$ cat src/rtl/pmpcf_pkg.sv
package pmpcf_pkg;
    typedef logic [7:0] cfg_byte_t;

    localparam int LOCK_POS  = 7;
    localparam int MODE_LO   = 3;
    localparam logic [1:0] MODE_TOR = 2'b01;

    // An entry whose config says "locked and top-of-range" also freezes the entry below
    function automatic logic locks_below(input cfg_byte_t c);
        return c[LOCK_POS] && (c[MODE_LO+1:MODE_LO] == MODE_TOR);
    endfunction
endpackage

$ cat src/rtl/pmpcf_lock.sv
module pmpcf_lock #(
    parameter int N_ENTRIES = 6
) (
    input  logic [8*N_ENTRIES-1:0] cfg_flat,
    output logic [N_ENTRIES-1:0]   locked
);
    import pmpcf_pkg::*;

    for (genvar j = 0; j < N_ENTRIES; j++) begin : g_ent
        if (j == N_ENTRIES - 1) begin : g_top
            assign locked[j] = cfg_flat[8*j+LOCK_POS];
        end else begin : g_mid
            assign locked[j] = cfg_flat[8*j+LOCK_POS] |
                               locks_below(cfg_flat[8*(j+1) +: 8]);
        end
    end
endmodule

$ cat src/rtl/pmpcf_wdec.sv
module pmpcf_wdec #(
    parameter int XLEN      = 32,
    parameter int N_ENTRIES = 6,
    parameter int IDX_W     = 6
) (
    input  logic                 req_valid,
    input  logic                 req_write,
    input  logic                 req_is_cfg,
    input  logic [IDX_W-1:0]     req_idx,
    input  logic [N_ENTRIES-1:0] locked,
    output logic [N_ENTRIES-1:0] cfg_we,
    output logic [N_ENTRIES-1:0] addr_we,
    output logic                 err
);
    localparam int BYTES = XLEN / 8;

    logic wr;
    logic odd_reject;
    logic [N_ENTRIES-1:0] cfg_hit;
    logic [N_ENTRIES-1:0] addr_hit;

    assign wr = req_valid && req_write;

    if (XLEN == 64) begin : g_rv64
        assign odd_reject = req_idx[0];
    end else begin : g_rv32
        assign odd_reject = 1'b0;
    end

    for (genvar j = 0; j < N_ENTRIES; j++) begin : g_ent
        localparam int K = j / BYTES;
        assign cfg_hit[j]  = wr && req_is_cfg && !odd_reject &&
                             (req_idx == IDX_W'(K));
        assign addr_hit[j] = wr && !req_is_cfg && (req_idx == IDX_W'(j));
        assign cfg_we[j]   = cfg_hit[j]  && !locked[j];
        assign addr_we[j]  = addr_hit[j] && !locked[j];
    end

    always_comb begin
        err = 1'b0;
        if (wr) begin
            if (req_is_cfg) begin
                err = odd_reject || (cfg_hit == '0) || ((cfg_hit & locked) != '0);
            end else begin
                err = (addr_hit == '0) || ((addr_hit & locked) != '0);
            end
        end
    end
endmodule

$ cat src/rtl/pmpcf_rdmux.sv
module pmpcf_rdmux #(
    parameter int XLEN      = 32,
    parameter int N_ENTRIES = 6,
    parameter int IDX_W     = 6
) (
    input  logic                      req_is_cfg,
    input  logic [IDX_W-1:0]          req_idx,
    input  logic [8*N_ENTRIES-1:0]    cfg_flat,
    input  logic [XLEN*N_ENTRIES-1:0] addr_flat,
    output logic [XLEN-1:0]           rd_data
);
    localparam int BYTES = XLEN / 8;

    always_comb begin
        rd_data = '0;
        for (int j = 0; j < N_ENTRIES; j++) begin
            if (req_is_cfg) begin
                if (req_idx == IDX_W'(j / BYTES)) begin
                    rd_data[8*(j % BYTES) +: 8] = cfg_flat[8*j +: 8];
                end
            end else if (req_idx == IDX_W'(j)) begin
                rd_data = addr_flat[XLEN*j +: XLEN];
            end
        end
    end
endmodule

$ cat src/rtl/pmpcf_regfile.sv
module pmpcf_regfile #(
    parameter int XLEN      = 32,
    parameter int N_ENTRIES = 6,
    parameter int IDX_W     = 6
) (
    input  logic                      clk,
    input  logic                      rst_n,
    input  logic                      req_valid,
    input  logic                      req_write,
    input  logic                      req_is_cfg,
    input  logic [IDX_W-1:0]          req_idx,
    input  logic [XLEN-1:0]           req_wdata,
    output logic [XLEN-1:0]           rd_data,
    output logic                      wr_err,
    output logic [8*N_ENTRIES-1:0]    cfg_flat,
    output logic [XLEN*N_ENTRIES-1:0] addr_flat
);
    localparam int BYTES = XLEN / 8;

    logic [N_ENTRIES-1:0] locked;
    logic [N_ENTRIES-1:0] cfg_we;
    logic [N_ENTRIES-1:0] addr_we;
    logic                 err_now;

    pmpcf_lock #(.N_ENTRIES(N_ENTRIES)) u_lock (
        .cfg_flat (cfg_flat),
        .locked   (locked)
    );

    pmpcf_wdec #(.XLEN(XLEN), .N_ENTRIES(N_ENTRIES), .IDX_W(IDX_W)) u_wdec (
        .req_valid  (req_valid),
        .req_write  (req_write),
        .req_is_cfg (req_is_cfg),
        .req_idx    (req_idx),
        .locked     (locked),
        .cfg_we     (cfg_we),
        .addr_we    (addr_we),
        .err        (err_now)
    );

    pmpcf_rdmux #(.XLEN(XLEN), .N_ENTRIES(N_ENTRIES), .IDX_W(IDX_W)) u_rdmux (
        .req_is_cfg (req_is_cfg),
        .req_idx    (req_idx),
        .cfg_flat   (cfg_flat),
        .addr_flat  (addr_flat),
        .rd_data    (rd_data)
    );

    for (genvar j = 0; j < N_ENTRIES; j++) begin : g_reg
        localparam int B = j % BYTES;
        always_ff @(posedge clk) begin
            if (!rst_n) begin
                cfg_flat[8*j +: 8]        <= '0;
                addr_flat[XLEN*j +: XLEN] <= '0;
            end else begin
                if (cfg_we[j]) begin
                    cfg_flat[8*j +: 8] <= req_wdata[8*B +: 8];
                end
                if (addr_we[j]) begin
                    addr_flat[XLEN*j +: XLEN] <= req_wdata;
                end
            end
        end
    end

    always_ff @(posedge clk) begin
        if (!rst_n) begin
            wr_err <= 1'b0;
        end else begin
            wr_err <= err_now;
        end
    end
endmodule

$ cat config.mk
export PLATFORM = sky130hd
export DESIGN_NAME = pmpcf_regfile
export DESIGN_NICKNAME = d
export VERILOG_FILES = /design/src/rtl/pmpcf_pkg.sv /design/src/rtl/pmpcf_lock.sv /design/src/rtl/pmpcf_wdec.sv /design/src/rtl/pmpcf_rdmux.sv /design/src/rtl/pmpcf_regfile.sv
export SDC_FILE = /design/constraint.sdc
export NUM_CORES = 1
export LEC_CHECK = 0
export BUFFER_PORTS_ARGS = -buffer_cell sky130_fd_sc_hd__buf_4
export CAP_MARGIN = 20
export CORE_MARGIN = 5
export CORE_UTILIZATION = 48
export DETAILED_ROUTE_END_ITERATION = 16
export PLACE_DENSITY = 0.76
export SYNTH_ARGS = -nofsm -noshare
export SYNTH_HDL_FRONTEND = slang
export SYNTH_HIERARCHICAL = 1
export SYNTH_SLANG_ARGS = --single-unit
$ cat constraint.sdc
create_clock -name clk -period 1.65 [get_ports clk]
set_input_delay 0.165 -clock clk [delete_from_list [all_inputs] [get_ports clk]]
set_output_delay 0.165 -clock clk [all_outputs]
set_load 0.01 [all_outputs]
# --- After elaboration in Yosys (flattened, before gate mapping) ---
# Cells that the tools add are included.
# W data, S select, Z words.
classes:
  n_eq_ne: 10
  mux: 28
  bitwise: 7
  n_reduce_logical: 43
ops:
  columns: ["operator", "n"]
  rows:
  - ["$mux W32", 6]
  - ["$mux W8", 15]
  - ["$mux W24", 3]
  - ["$mux W16", 3]
  - ["$logic_and A1 B1 Y1", 28]
  - ["$logic_not A6 Y1", 3]
  - ["$and A6 B6 Y6", 2]
  - ["$eq A6 B2 Y1 const B", 2]
  - ["$eq A6 B3 Y1 const B", 2]
  - ["$reduce_bool A6 Y1", 2]
  - ["$eq A2 B1 Y1 const B", 5]
  - ["$logic_not A1 Y1", 7]
  - ["$eq A6 B1 Y1 const B", 1]
  - ["$or A1 B1 Y1", 5]
  - ["$logic_or A1 B1 Y1", 2]
  - ["$reduce_and A2 Y1", 1]
  - ["$mux W1", 1]
word_totals:
  ff_bits: 241
  inputBits: 43
  output_inout_bits: 273
  elab_cells: 101

# --- Longest topological paths before layout ---
# Gate-level depths: netlist of run 1.
depth:
  word_depth: 13
  depth_mapped: 8
  ltp_nobuf: 8

# --- By module ---
# Netlist of run 1, hierarchy kept.
by_module_without_submodules:
  columns: ["module", "instances", "cells_each", "area_each_um2", "seq_area_each_um2"]
  rows:
  - ["pmpcf_regfile", 1, 795, 9521.6, 4824.6]
  - ["pmpcf_rdmux", 1, 314, 2203.4, 0.0]
  - ["pmpcf_wdec", 1, 37, 240.2, 0.0]
  - ["pmpcf_lock", 1, 11, 65.1, 0.0]

# --- Worst setup path before layout of run 1 ---
# Ideal clock, no wire load.
synth_timing:
  path_type: "in2out"
  start: "input port req_idx[3]"
  end: "output port rd_data[22]"
  arrival_time_ps: 1585
  required_ps: 1485
  slack_ps: -100
  stages: 6
  n_path_buf: 2
  cell_sequence: "or4_1 -> buf_2 -> nor4b_4 -> buf_6 -> a22o_1 -> a211o_1"
synth_via:
  elab_chain_len: 13
  elab_cells_between_ends: 19
  cone_classes: "5 x eq/ne; 13 x mux; 1 x reduce/logical"
synth_lines:
  columns: ["item", "line", "source"]
  rows:
  - ["start: declaration", "pmpcf_regfile.sv:11", "input logic [IDX_W-1:0] req_idx,"]
  - ["$logic_not A6 Y1", "pmpcf_rdmux.sv:18, pmpcf_rdmux.sv:21", null]
  - ["$mux W32", "pmpcf_rdmux.sv:21", "end else if (req_idx == IDX_W'(j)) begin"]
  - ["$mux W24", "pmpcf_rdmux.sv:17", "if (req_is_cfg) begin"]
  - ["$mux W32", "pmpcf_rdmux.sv:21", null]
  - ["$mux W16", "pmpcf_rdmux.sv:17", null]
  - ["$mux W32 or $mux W8 (tied branches)", "pmpcf_rdmux.sv:21, pmpcf_rdmux.sv:18", null]
  - ["$mux W8", "pmpcf_rdmux.sv:17", null]
  - ["$mux W32", "pmpcf_rdmux.sv:21", null]
  - ["$mux W24", "pmpcf_rdmux.sv:17", null]
  - ["$mux W32", "pmpcf_rdmux.sv:21", null]
  - ["$mux W24", "pmpcf_rdmux.sv:17", null]
  - ["$mux W32", "pmpcf_rdmux.sv:21", null]
  - ["$mux W16 *", "pmpcf_rdmux.sv:17", null]
  - ["end: declaration", "pmpcf_regfile.sv:13", "output logic [XLEN-1:0] rd_data,"]
# Every way passes the cells marked *; elsewhere a longest branch is shown, timed or not.

# --- Worst setup path in the final report of run 1 ---
layout_timing:
  start: "register cfg_flat[35]"
  end: "output port rd_data[3]"
layout_via:
  elab_chain_len: 4
layout_lines:
  columns: ["item", "line", "source"]
  rows:
  - ["start: declaration", "pmpcf_regfile.sv:15", "output logic [8*N_ENTRIES-1:0] cfg_flat,"]
  - ["start signal: indexed assignment", "pmpcf_regfile.sv:57", "cfg_flat[8*j +: 8] <= req_wdata[8*B +: 8];"]
  - ["$mux W8 *", "pmpcf_rdmux.sv:18", "if (req_idx == IDX_W'(j / BYTES)) begin"]
  - ["$mux W8 *", "pmpcf_rdmux.sv:17", null]
  - ["$mux W32", "pmpcf_rdmux.sv:21", null]
  - ["$mux W8 *", "pmpcf_rdmux.sv:17", null]
# Marks and branches as above.

==> impl_metrics.json, run 1 <==
{
  "outcome": "complete, but fails checks",
  "post_synth_xor_area_fraction_pct": 0,
  "fmax_mhz": 506,
  "maxSlewHeadroom_pct": 68.4,
  "dr.first_iter.drc_count": 833,
  "post_drt_wl_per_cell_um": 22.5,
  "irDropWorstVdd_v": 0.000916,
  "synth-compound-area-share_pct": 8.62,
  "mostFrequentLayoutCell": "buf_4",
  "yosys.area_share.simple_pct": 18.5,
  "routed_via_density": 5.55,
  "cts_tree": "yes",
  "critical_path_class": "reg -> out",
  "yosys.cell_types.count": 49,
  "port_buffers": 315,
  "h_tree_levels": 1,
  "worst-r2r-setup-slack_ns": -0.02,
  "place.detailed.instances": 1799,
  "netlist_top_cells_area": "dfxtp_1, mux2i_1, nor2b_1, buf_12, mux2_2",
  "fill_cells": 1743,
  "clkSlewWorstSetupHoldPaths_ns": 0.06,
  "placementRows": 58,
  "synthDominantCellAreaShare_pct": 40.1,
  "global_route.usage.total_pct": 28.2,
  "synth_top_family_by_area": "multiplexers",
  "post_layout_nonfiller_instances": 1940,
  "finish.net_count": 1634,
  "die_y_um": 168,
  "hold_viol": 0,
  "fin_worst_skew_ns": 0.0101,
  "antenna_left": 0,
  "number_of_synthesized_flops_with_an_enable_pin": 0,
  "maximum_number_of_pins_on_one_net_before_global_route_repair": 125,
  "most-common-layout-cells": "buf_4, mux2i_1, nor2b_1",
  "cts_buffers": 27,
  "synth-seq-cells": 241,
  "async_set_or_reset_flop_fraction_in_the_synthesized_netlist_pct": 0,
  "diodes": 0,
  "final.setup.worst_slack_ns": -0.325,
  "synthCells": 1157,
  "power_density_nw_per_um2": 738,
  "detailedPlace.worstSlack_ns": -0.359,
  "netlist_area_sq_um": 12000,
  "cts-root-buf": "clkbuf_16",
  "postSynth.topFlopCell": "dfxtp_1",
  "finalSetupTns_ns": -5.40,
  "cts-root-to-sink-buffers": 3,
  "leakage_nw": 6.81,
  "area_of_the_die_sq_um": 28300,
  "remaining_drc_errors": 0,
  "end_kind": "primary output",
  "cts.sinks": 241,
  "synthAdderAreaFrac_pct": 0,
  "place.gp.congestion": 0.846,
  "global_route.overflow_total": 0,
  "post_synth_mux_area_share_pct": 24.5,
  "pin_count": 316,
  "via_count": 10776,
  "via_count_of_the_first_global_routing_pass": 11022,
  "synth_top_cell_by_area": "dfxtp_1",
  "report.final.slew_viol_count": 0,
  "timing.critical_path.from_type": "register",
  "portion_of_the_post_synthesis_area_used_by_sequential_elements_pct": 40.1,
  "per_instance_average_area_after_synthesis_sq_um": 10.4,
  "core_area_sq_um": 25000,
  "drt_first_pass_iters": 5,
  "yosysWarningCount": 6,
  "critPathRequiredTime_ns": 1.48,
  "post-layout-total-power_mw": 13.0,
  "grt_first_pass_wirelength_um": 64000,
  "post-route-period-util_pct": 120,
  "failing_checks": "setup timing",
  "worst_path_arrival_ns": 1.81,
  "finalSetupViolations": 36,
  "worst_skew_pair.late_latency_ns": 0.54,
  "die_width_um": 168,
  "floorplan.initialDensity_pct": 48.2,
  "drv.max_cap_violation_count": 0,
  "period_needed_ns": 1.98,
  "tightestPinTransition_ns": 0.474,
  "grt_antenna_before_repair": 0,
  "nets_in_the_synthesized_netlist": 1200,
  "syn2layout_area_growth_pct": 47.0,
  "grt_setup_unrepaired": "true",
  "drive_above_1_share_pct": 45.1,
  "dp_hpwl_um": 27300,
  "timing.critical_path.fanout_max": 2,
  "timing.hold.worst.class": "in -> reg",
  "final_util_pct": 70.8,
  "drt-total-wl_um": 43700
}
## final timing paths
check           startpoint             end  depth (start not counted)
min reg2reg  addr_flat[23]   addr_flat[23]                          2
min           req_wdata[5]   addr_flat[69]                          3
max           cfg_flat[35]      rd_data[3]                          6
max reg2reg   cfg_flat[39]  addr_flat[152]                          8
## synth_stat cells, types with 19 or more instances
library cell	number
nor3_1	42
nor2b_1	240
mux2_2	24
buf_2	22
nand2_1	19
o21ai_0	19
dfxtp_1	241
clkbuf_1	22
buf_12	19
o211ai_1	24
o22ai_1	32
mux2i_1	267
## what timing repair did
action	4_1_cts	5_1_grt
hold buffers	31	0
setup buffers	41	19
setup endpoints to repair	125	163
gates resized for setup	175	79
pin swaps	75	40
gates cloned	3	6
hold endpoints to repair	224	0
## stage by stage
step                hold WS (ns)  cell area, sq um
global placement           0.487             15000
floorplan                  0.334             12100
detailed placement         0.494             15000
finish                   0.00123             17700
CTS                     0.000554             17200
global route              0.0137             17700
## registers in the layout, indices dropped and copies added (netlist names)
name	count
addr_flat	192
wr_err	1
cfg_flat	48
## final cells by class
| class | instances | area [sq um] | share of cell area [%] |
|---|---|---|---|
| repair buffers | 516 | 4570 | 25.9 |
| clock inverters | 7 | 85.1 | 0.481 |
| well taps | 330 | 413 | 2.33 |
| multi-input cells | 795 | 6830 | 38.6 |
| flip-flops and latches | 241 | 4920 | 27.8 |
| inverters | 10 | 37.5 | 0.212 |
| clock buffers | 41 | 828 | 4.68 |
## kinds of logic after synthesis
logic type,count (synthesis)
AND/OR/NAND/NOR,365
AO/OA/AOI/OAI,139
buffers and inverters,121
multiplexers,291
flip-flops,241
## critical path: stages, from the launching register on
cell	delay, ns
dfxtp_2	0.34
buf_6	0.10
nor3b_2	0.03
o211ai_1	0.30
nand3_1	0.17
o22ai_2	0.17
buf_4	0.16
## power by group
| part | internal (mW) | switching [mW] |
|---|---|---|
| Combinational | 0.477 | 0.527 |
| Clock | 3.74 | 2.48 |
| Sequential | 5.82 | 0.00755 |
| Total | 10.0 | 3.01 |
## metal layers
layer  global-route usage [%]  vias to the layer above  part of all wire, %
li1                         -                     4931                    -
met1                     34.8                     5228                   40
met2                     47.5                      502                   48
met3                     6.83                      115                  8.4
met4                     11.3                        0                  3.5
met5                        0                        -                    0
(Power assumes the default switching activity.)
==> run 2, diff against run 1 <==
--- a/config.mk
+++ b/config.mk
@@ -5,12 +5,14 @@
 export SDC_FILE = /design/constraint.sdc
 export NUM_CORES = 1
 export LEC_CHECK = 0
+export ABC_AREA = 0
 export BUFFER_PORTS_ARGS = -buffer_cell sky130_fd_sc_hd__buf_4
 export CAP_MARGIN = 20
 export CORE_MARGIN = 5
 export CORE_UTILIZATION = 48
 export DETAILED_ROUTE_END_ITERATION = 16
 export PLACE_DENSITY = 0.76
+export RECOVER_POWER = 25
 export SYNTH_ARGS = -nofsm -noshare
 export SYNTH_HDL_FRONTEND = slang
 export SYNTH_HIERARCHICAL = 1
==> impl_metrics.json, run 2 (synthesized netlist as in run 1, its figures left out) <==
{
  "outcome": "complete, but fails checks",
  "failing_checks": "setup timing",
  "critPathRequiredTime_ns": 1.48,
  "antenna_left": 0,
  "finalInstanceArea_sq_um": 17400,
  "power.net_switching_mw": 3.01,
  "fmax_mhz": 504,
  "detailed_place.area_sq_um": 15000,
  "post_layout_nonfiller_instances": 1940,
  "grt_first_pass_wirelength_um": 64000,
  "post-layout-total-power_mw": 13.0,
  "hold_viol": 0,
  "cts-root-to-sink-buffers": 3,
  "place.detailed.instances": 1799,
  "placementRows": 58,
  "port_buffers": 315,
  "die_y_um": 168,
  "grt_antenna_before_repair": 0,
  "cts_buffers": 27,
  "drive_above_1_share_pct": 38.9,
  "final.setup.worst_slack_ns": -0.333,
  "maxSlewHeadroom_pct": 68.0,
  "worst_path_arrival_ns": 1.82,
  "most-common-layout-cells": "buf_4, mux2i_1, nor2b_1",
  "place.gp.congestion": 0.846,
  "min_from": "req_wdata[5]",
  "holdWs_ns": 0.00450,
  "global_route.usage.total_pct": 28.2,
  "h_tree_levels": 1,
  "finish.net_count": 1634,
  "pin_count": 316,
  "fin_worst_skew_ns": 0.00884,
  "reg2reg_from": "cfg_flat[39]",
  "global_route.overflow_total": 0,
  "comb_power_share_pct": 7.7,
  "cts-root-buf": "clkbuf_16",
  "p_clk_share_pct": 47.6,
  "leakage_nw": 6.50,
  "timing.critical_path.fanout_max": 2,
  "power.sequential.fraction_pct": 44.7,
  "maximum_number_of_pins_on_one_net_before_global_route_repair": 125,
  "drt-total-wl_um": 44000,
  "worst_setup_path_startpoint": "cfg_flat[35]",
  "period_needed_ns": 1.98,
  "largest_register_ff_count": 192,
  "die_width_um": 168,
  "via_count": 10805,
  "regMostFlops": "addr_flat",
  "dp_hpwl_um": 27300,
  "cts.sinks": 241,
  "floorplan.initialDensity_pct": 48.2,
  "core_area_sq_um": 25000,
  "fill_cells": 1835,
  "cts_tree": "yes",
  "multi_input_comb_area_sq_um": 6830,
  "finalSetupViolations": 36,
  "timing.critical_path.from_type": "register",
  "switching_share_pct": 23.1,
  "clkSlewWorstSetupHoldPaths_ns": 0.06,
  "timing.hold.worst.class": "in -> reg",
  "post-route-period-util_pct": 120,
  "tightestPinTransition_ns": 0.480,
  "crit_path_max_incr_delay_ns": 0.34,
  "syn2layout_area_growth_pct": 44.6,
  "drt_first_pass_iters": 5,
  "remaining_drc_errors": 0,
  "routed_via_density": 5.57,
  "diodes": 0,
  "post_drt_wl_per_cell_um": 22.7,
  "finalSetupTns_ns": -5.52,
  "worst_skew_pair.late_latency_ns": 0.54,
  "critical_path_class": "reg -> out",
  "end_kind": "primary output",
  "timing.critical_path.slowest_stage_cell": "dfxtp_2",
  "dr.first_iter.drc_count": 860,
  "internal_power_mw": 10.0,
  "area.sequential_sq_um": 4880,
  "grt_setup_unrepaired": "true",
  "drv.max_cap_violation_count": 0,
  "power_density_nw_per_um2": 750,
  "reg_top3": "addr_flat x192, cfg_flat x48, wr_err x1",
  "area_of_the_die_sq_um": 28300,
  "via_count_of_the_first_global_routing_pass": 11022,
  "crit_path_cell_trace": "buf_6, nor3b_2, o211ai_1, nand3_1, o22ai_2, buf_4",
  "mostFrequentLayoutCell": "buf_4",
  "report.final.slew_viol_count": 0,
  "irDropWorstVdd_v": 0.000916
}
-- run 2: changes by cell type in the layout (fill, tap and decap cells not counted) --
cell / change
buf_4: -68
clkbuf_1: +68
dfxtp_1: +32
dfxtp_2: -32
-- run 2: what timing repair did --
item / CTS / global route
hold endpoints to repair: 224 / 0
hold buffers: 31 / 0
resized for setup: 175 / 79
buffers inserted: 41 / 19
pin swaps: 75 / 40
gates cloned: 3 / 6
endpoints found under the setup margin: 125 / 163
-- run 2: area by class of cell --
cell class	instances	area share (%)
repair buffers	516	24.8
well taps	330	2.37
multi-input cells	795	39.2
flip-flops and latches	241	28.1
inverters	10	0.216
clock buffers	41	4.76
clock inverters	7	0.489
-- run 2: final timing paths --
path / endpoint / slack, ns / depth (start not counted)
setup reg to reg: addr_flat[152] / -0.02 / 8
hold / removal: addr_flat[69] / 0.005 / 3
setup / recovery: rd_data[3] / -0.33 / 6
hold reg to reg: addr_flat[27] / 0.54 / 2
-- run 2: power by group through the flow --
stage          clock, mW  combinational [mW]  sequential (mW)
5_1_grt             6.48                1.05             5.83
6_report            6.21                1.00             5.83
4_1_cts             6.25               0.945             5.83
3_5_place_dp           0               0.824             5.96
3_3_place_gp           0               0.817             5.96
2_1_floorplan          0               0.490             5.96
-- run 2: worst max-delay path, delay by kind of cell (launching register included) --
kind | cells | cell delay [ns]
DFF | 1 | 0.34
and+or+nand+nor | 2 | 0.21
buffers and inverters | 2 | 0.25
AOI/OAI and AO/OA | 2 | 0.48
-- run 2: stage by stage --
| stage | util [%] | setup WS [ns] |
|---|---|---|
| 2_1_floorplan | - | -0.0842 |
| 3_3_place_gp | 60.0 | -0.311 |
| 3_5_place_dp | 60.0 | -0.359 |
| 6_report | 69.7 | -0.333 |
| 4_1_cts | 69.0 | -0.271 |
| 5_1_grt | 69.7 | -0.375 |
-- run 2: metal layers --
metal | vias up | GRT usage (%) | routed length, um
li1 | 4930 | - | -
met1 | 5249 | 34.8 | 17900
met2 | 501 | 47.5 | 20900
met3 | 125 | 6.83 | 3580
met4 | 0 | 11.3 | 1600
met5 | - | 0 | 0
==> run 3, diff against run 2 <==
--- a/config.mk
+++ b/config.mk
@@ -10,6 +10,7 @@
 export CAP_MARGIN = 20
 export CORE_MARGIN = 5
 export CORE_UTILIZATION = 48
+export CTS_BUF_LIST = sky130_fd_sc_hd__clkbuf_16
 export DETAILED_ROUTE_END_ITERATION = 16
 export PLACE_DENSITY = 0.76
 export RECOVER_POWER = 25
==> impl_metrics.json, run 3 (synthesized netlist as in run 1, its figures left out) <==
{
  "finalInstanceArea_sq_um": 17200,
  "syn2layout_area_growth_pct": 42.9,
  "irDropWorstVdd_v": 0.000913,
  "crit_path_max_incr_delay_ns": 0.34,
  "reg2reg_depth": 7,
  "grt_antenna_before_repair": 1,
  "power.sequential.fraction_pct": 46.6,
  "pin_count": 316,
  "holdWs_ns": 0.00307,
  "cts_buffers": 27,
  "final.setup.worst_slack_ns": -0.337,
  "crit_path_cell_trace": "buf_6, nor3b_2, o211ai_1, nand3_1, o22ai_2, buf_4",
  "maximum_number_of_pins_on_one_net_before_global_route_repair": 125,
  "worst-r2r-setup-slack_ns": -0.01,
  "post-layout-total-power_mw": 12.5,
  "holdPathEnd": "addr_flat[69]",
  "antenna_left": 0,
  "period_needed_ns": 1.99,
  "post_drt_wl_per_cell_um": 22.5,
  "reg2reg_from": "cfg_flat[39]",
  "core_area_sq_um": 25000,
  "most-common-layout-cells": "buf_4, mux2i_1, nor2b_1",
  "drt_first_pass_iters": 5,
  "global_route.usage.met3_pct": 6.69,
  "finalSetupViolations": 38,
  "worst_skew_pair.late_latency_ns": 0.54,
  "post-route-period-util_pct": 120,
  "final_util_pct": 68.9,
  "dr.first_iter.drc_count": 807,
  "h_tree_levels": 1,
  "leakage_nw": 6.44,
  "detailedPlace.worstSlack_ns": -0.359,
  "timing.critical_path.fanout_max": 2,
  "grt_first_pass_wirelength_um": 63500,
  "clkSlewWorstSetupHoldPaths_ns": 0.06,
  "finish.net_count": 1629,
  "port_buffers": 315,
  "comb_power_share_pct": 8.0,
  "grt_setup_unrepaired": "true",
  "largest_register_ff_count": 192,
  "power_density_nw_per_um2": 727,
  "dp_hpwl_um": 27300,
  "maxSlewHeadroom_pct": 69.0,
  "reg_top3": "addr_flat x192, cfg_flat x48, wr_err x1",
  "capturing_point_of_the_worst_reg2reg_path": "addr_flat[137]",
  "p_clk_share_pct": 45.4,
  "die_width_um": 168,
  "drt-total-wl_um": 43600,
  "diodes": 0,
  "internal_power_mw": 9.54,
  "regMostFlops": "addr_flat",
  "via_count_of_the_first_global_routing_pass": 10942,
  "timing.critical_path.from_type": "register",
  "timing.critical_path.slowest_stage_cell": "dfxtp_2",
  "cts.sinks": 241,
  "tightestPinTransition_ns": 0.464,
  "met1_usage_pct": 34.9,
  "worst_path_arrival_ns": 1.82,
  "detailed_place.area_sq_um": 15000,
  "drive_above_1_share_pct": 37.9,
  "min_from": "req_wdata[5]",
  "global_route.peak_usage_layer": "met2",
  "cts-root-buf": "clkbuf_16",
  "failing_checks": "setup timing",
  "hold_path_depth": 3,
  "cts-root-to-sink-buffers": 3,
  "power.net_switching_mw": 2.97,
  "mostFrequentLayoutCell": "buf_4",
  "timing.hold.worst.class": "in -> reg",
  "cp_top_family": "compound AO/OA/AOI/OAI gates",
  "fmax_mhz": 503,
  "place.gp.congestion": 0.846,
  "global_route.usage.total_pct": 28.1,
  "cts_tree": "yes",
  "switching_share_pct": 23.7,
  "crit_buf_inv": 2,
  "report.final.slew_viol_count": 0,
  "remaining_drc_errors": 0,
  "placementRows": 58,
  "drv.max_cap_violation_count": 0,
  "end_kind": "primary output",
  "global_route.overflow_total": 0,
  "critical_path_class": "reg -> out",
  "die_y_um": 168,
  "floorplan.initialDensity_pct": 48.2,
  "use_met2_pct": 47.2,
  "area_of_the_die_sq_um": 28300,
  "critPathRequiredTime_ns": 1.48,
  "routed_via_density": 5.57,
  "hold_viol": 0,
  "via_count": 10777,
  "outcome": "complete, but fails checks",
  "fin_worst_skew_ns": 0.0180
}
-- run 3: cell count changes in the layout (fill, tap and decap cells not counted), sizes merged --
cell and change:
buf -5, clkbuf -14, clkinv +10, inv +4
-- run 3: power groups by stage --
stage / combinational, mW / clock, mW / sequential [mW]
detailed placement: 0.824 / 0 / 5.96
global placement: 0.817 / 0 / 5.96
CTS: 0.943 / 5.75 / 5.83
finish: 0.999 / 5.68 / 5.83
floorplan: 0.490 / 0 / 5.96
global route: 1.04 / 5.95 / 5.83
-- run 3: worst max path at each step --
stage / start / to / slack, ns / cells after the start
3_5_place_dp: req_idx[2] / addr_flat[7] / -0.36 / 6
2_1_floorplan: req_idx[3] / rd_data[22] / -0.08 / 6
4_1_cts: cfg_flat[35] / rd_data[3] / -0.27 / 6
5_1_grt: cfg_flat[35] / rd_data[3] / -0.39 / 6
3_3_place_gp: req_idx[2] / addr_flat[12] / -0.31 / 6
6_report: cfg_flat[35] / rd_data[3] / -0.34 / 6
-- run 3: tightest hold or removal path: cells and delay by family --
| kind | cells | cell delay (ns) |
|---|---|---|
| muxes | 1 | 0.09 |
| buffers and inverters | 1 | 0.16 |
| and+or+nand+nor | 1 | 0.09 |
-- run 3: area by class of cell --
| class | instances | area, sq um |
|---|---|---|
| multi-input cells | 795 | 6790 |
| repair buffers | 511 | 4260 |
| fillers | 1867 | 7770 |
| clock inverters | 21 | 138 |
| well taps | 330 | 413 |
| flip-flops and latches | 241 | 4880 |
| inverters | 10 | 37.5 |
| clock buffers | 27 | 676 |
-- run 3: stage by stage --
| step | TNS, ns | std cells |
|---|---|---|
| after floorplan | -0.758 | 1157 |
| after global placement | -48.13 | 1799 |
| after detailed placement | -52.89 | 1799 |
| after CTS | -5.47 | 1919 |
| after global routing | -9.61 | 1935 |
| final | -5.55 | 1935 |
-- run 3: timing repair --
item                                    4_1_cts  5_1_grt
gates cloned                                  3        6
hold buffers                                 31        0
pin swaps                                    68       50
gates resized for setup                     169       72
endpoints found under the setup margin      126      153
setup buffers                                39       13
hold endpoints to repair                    223        0
-- run 3: layer usage --
layer  vias to the layer above  share of wire (%)
met5                         -              0.034
met3                       119                8.6
met1                      5196                 41
met4                         2                3.7
met2                       536                 47
li1                       4924                  -
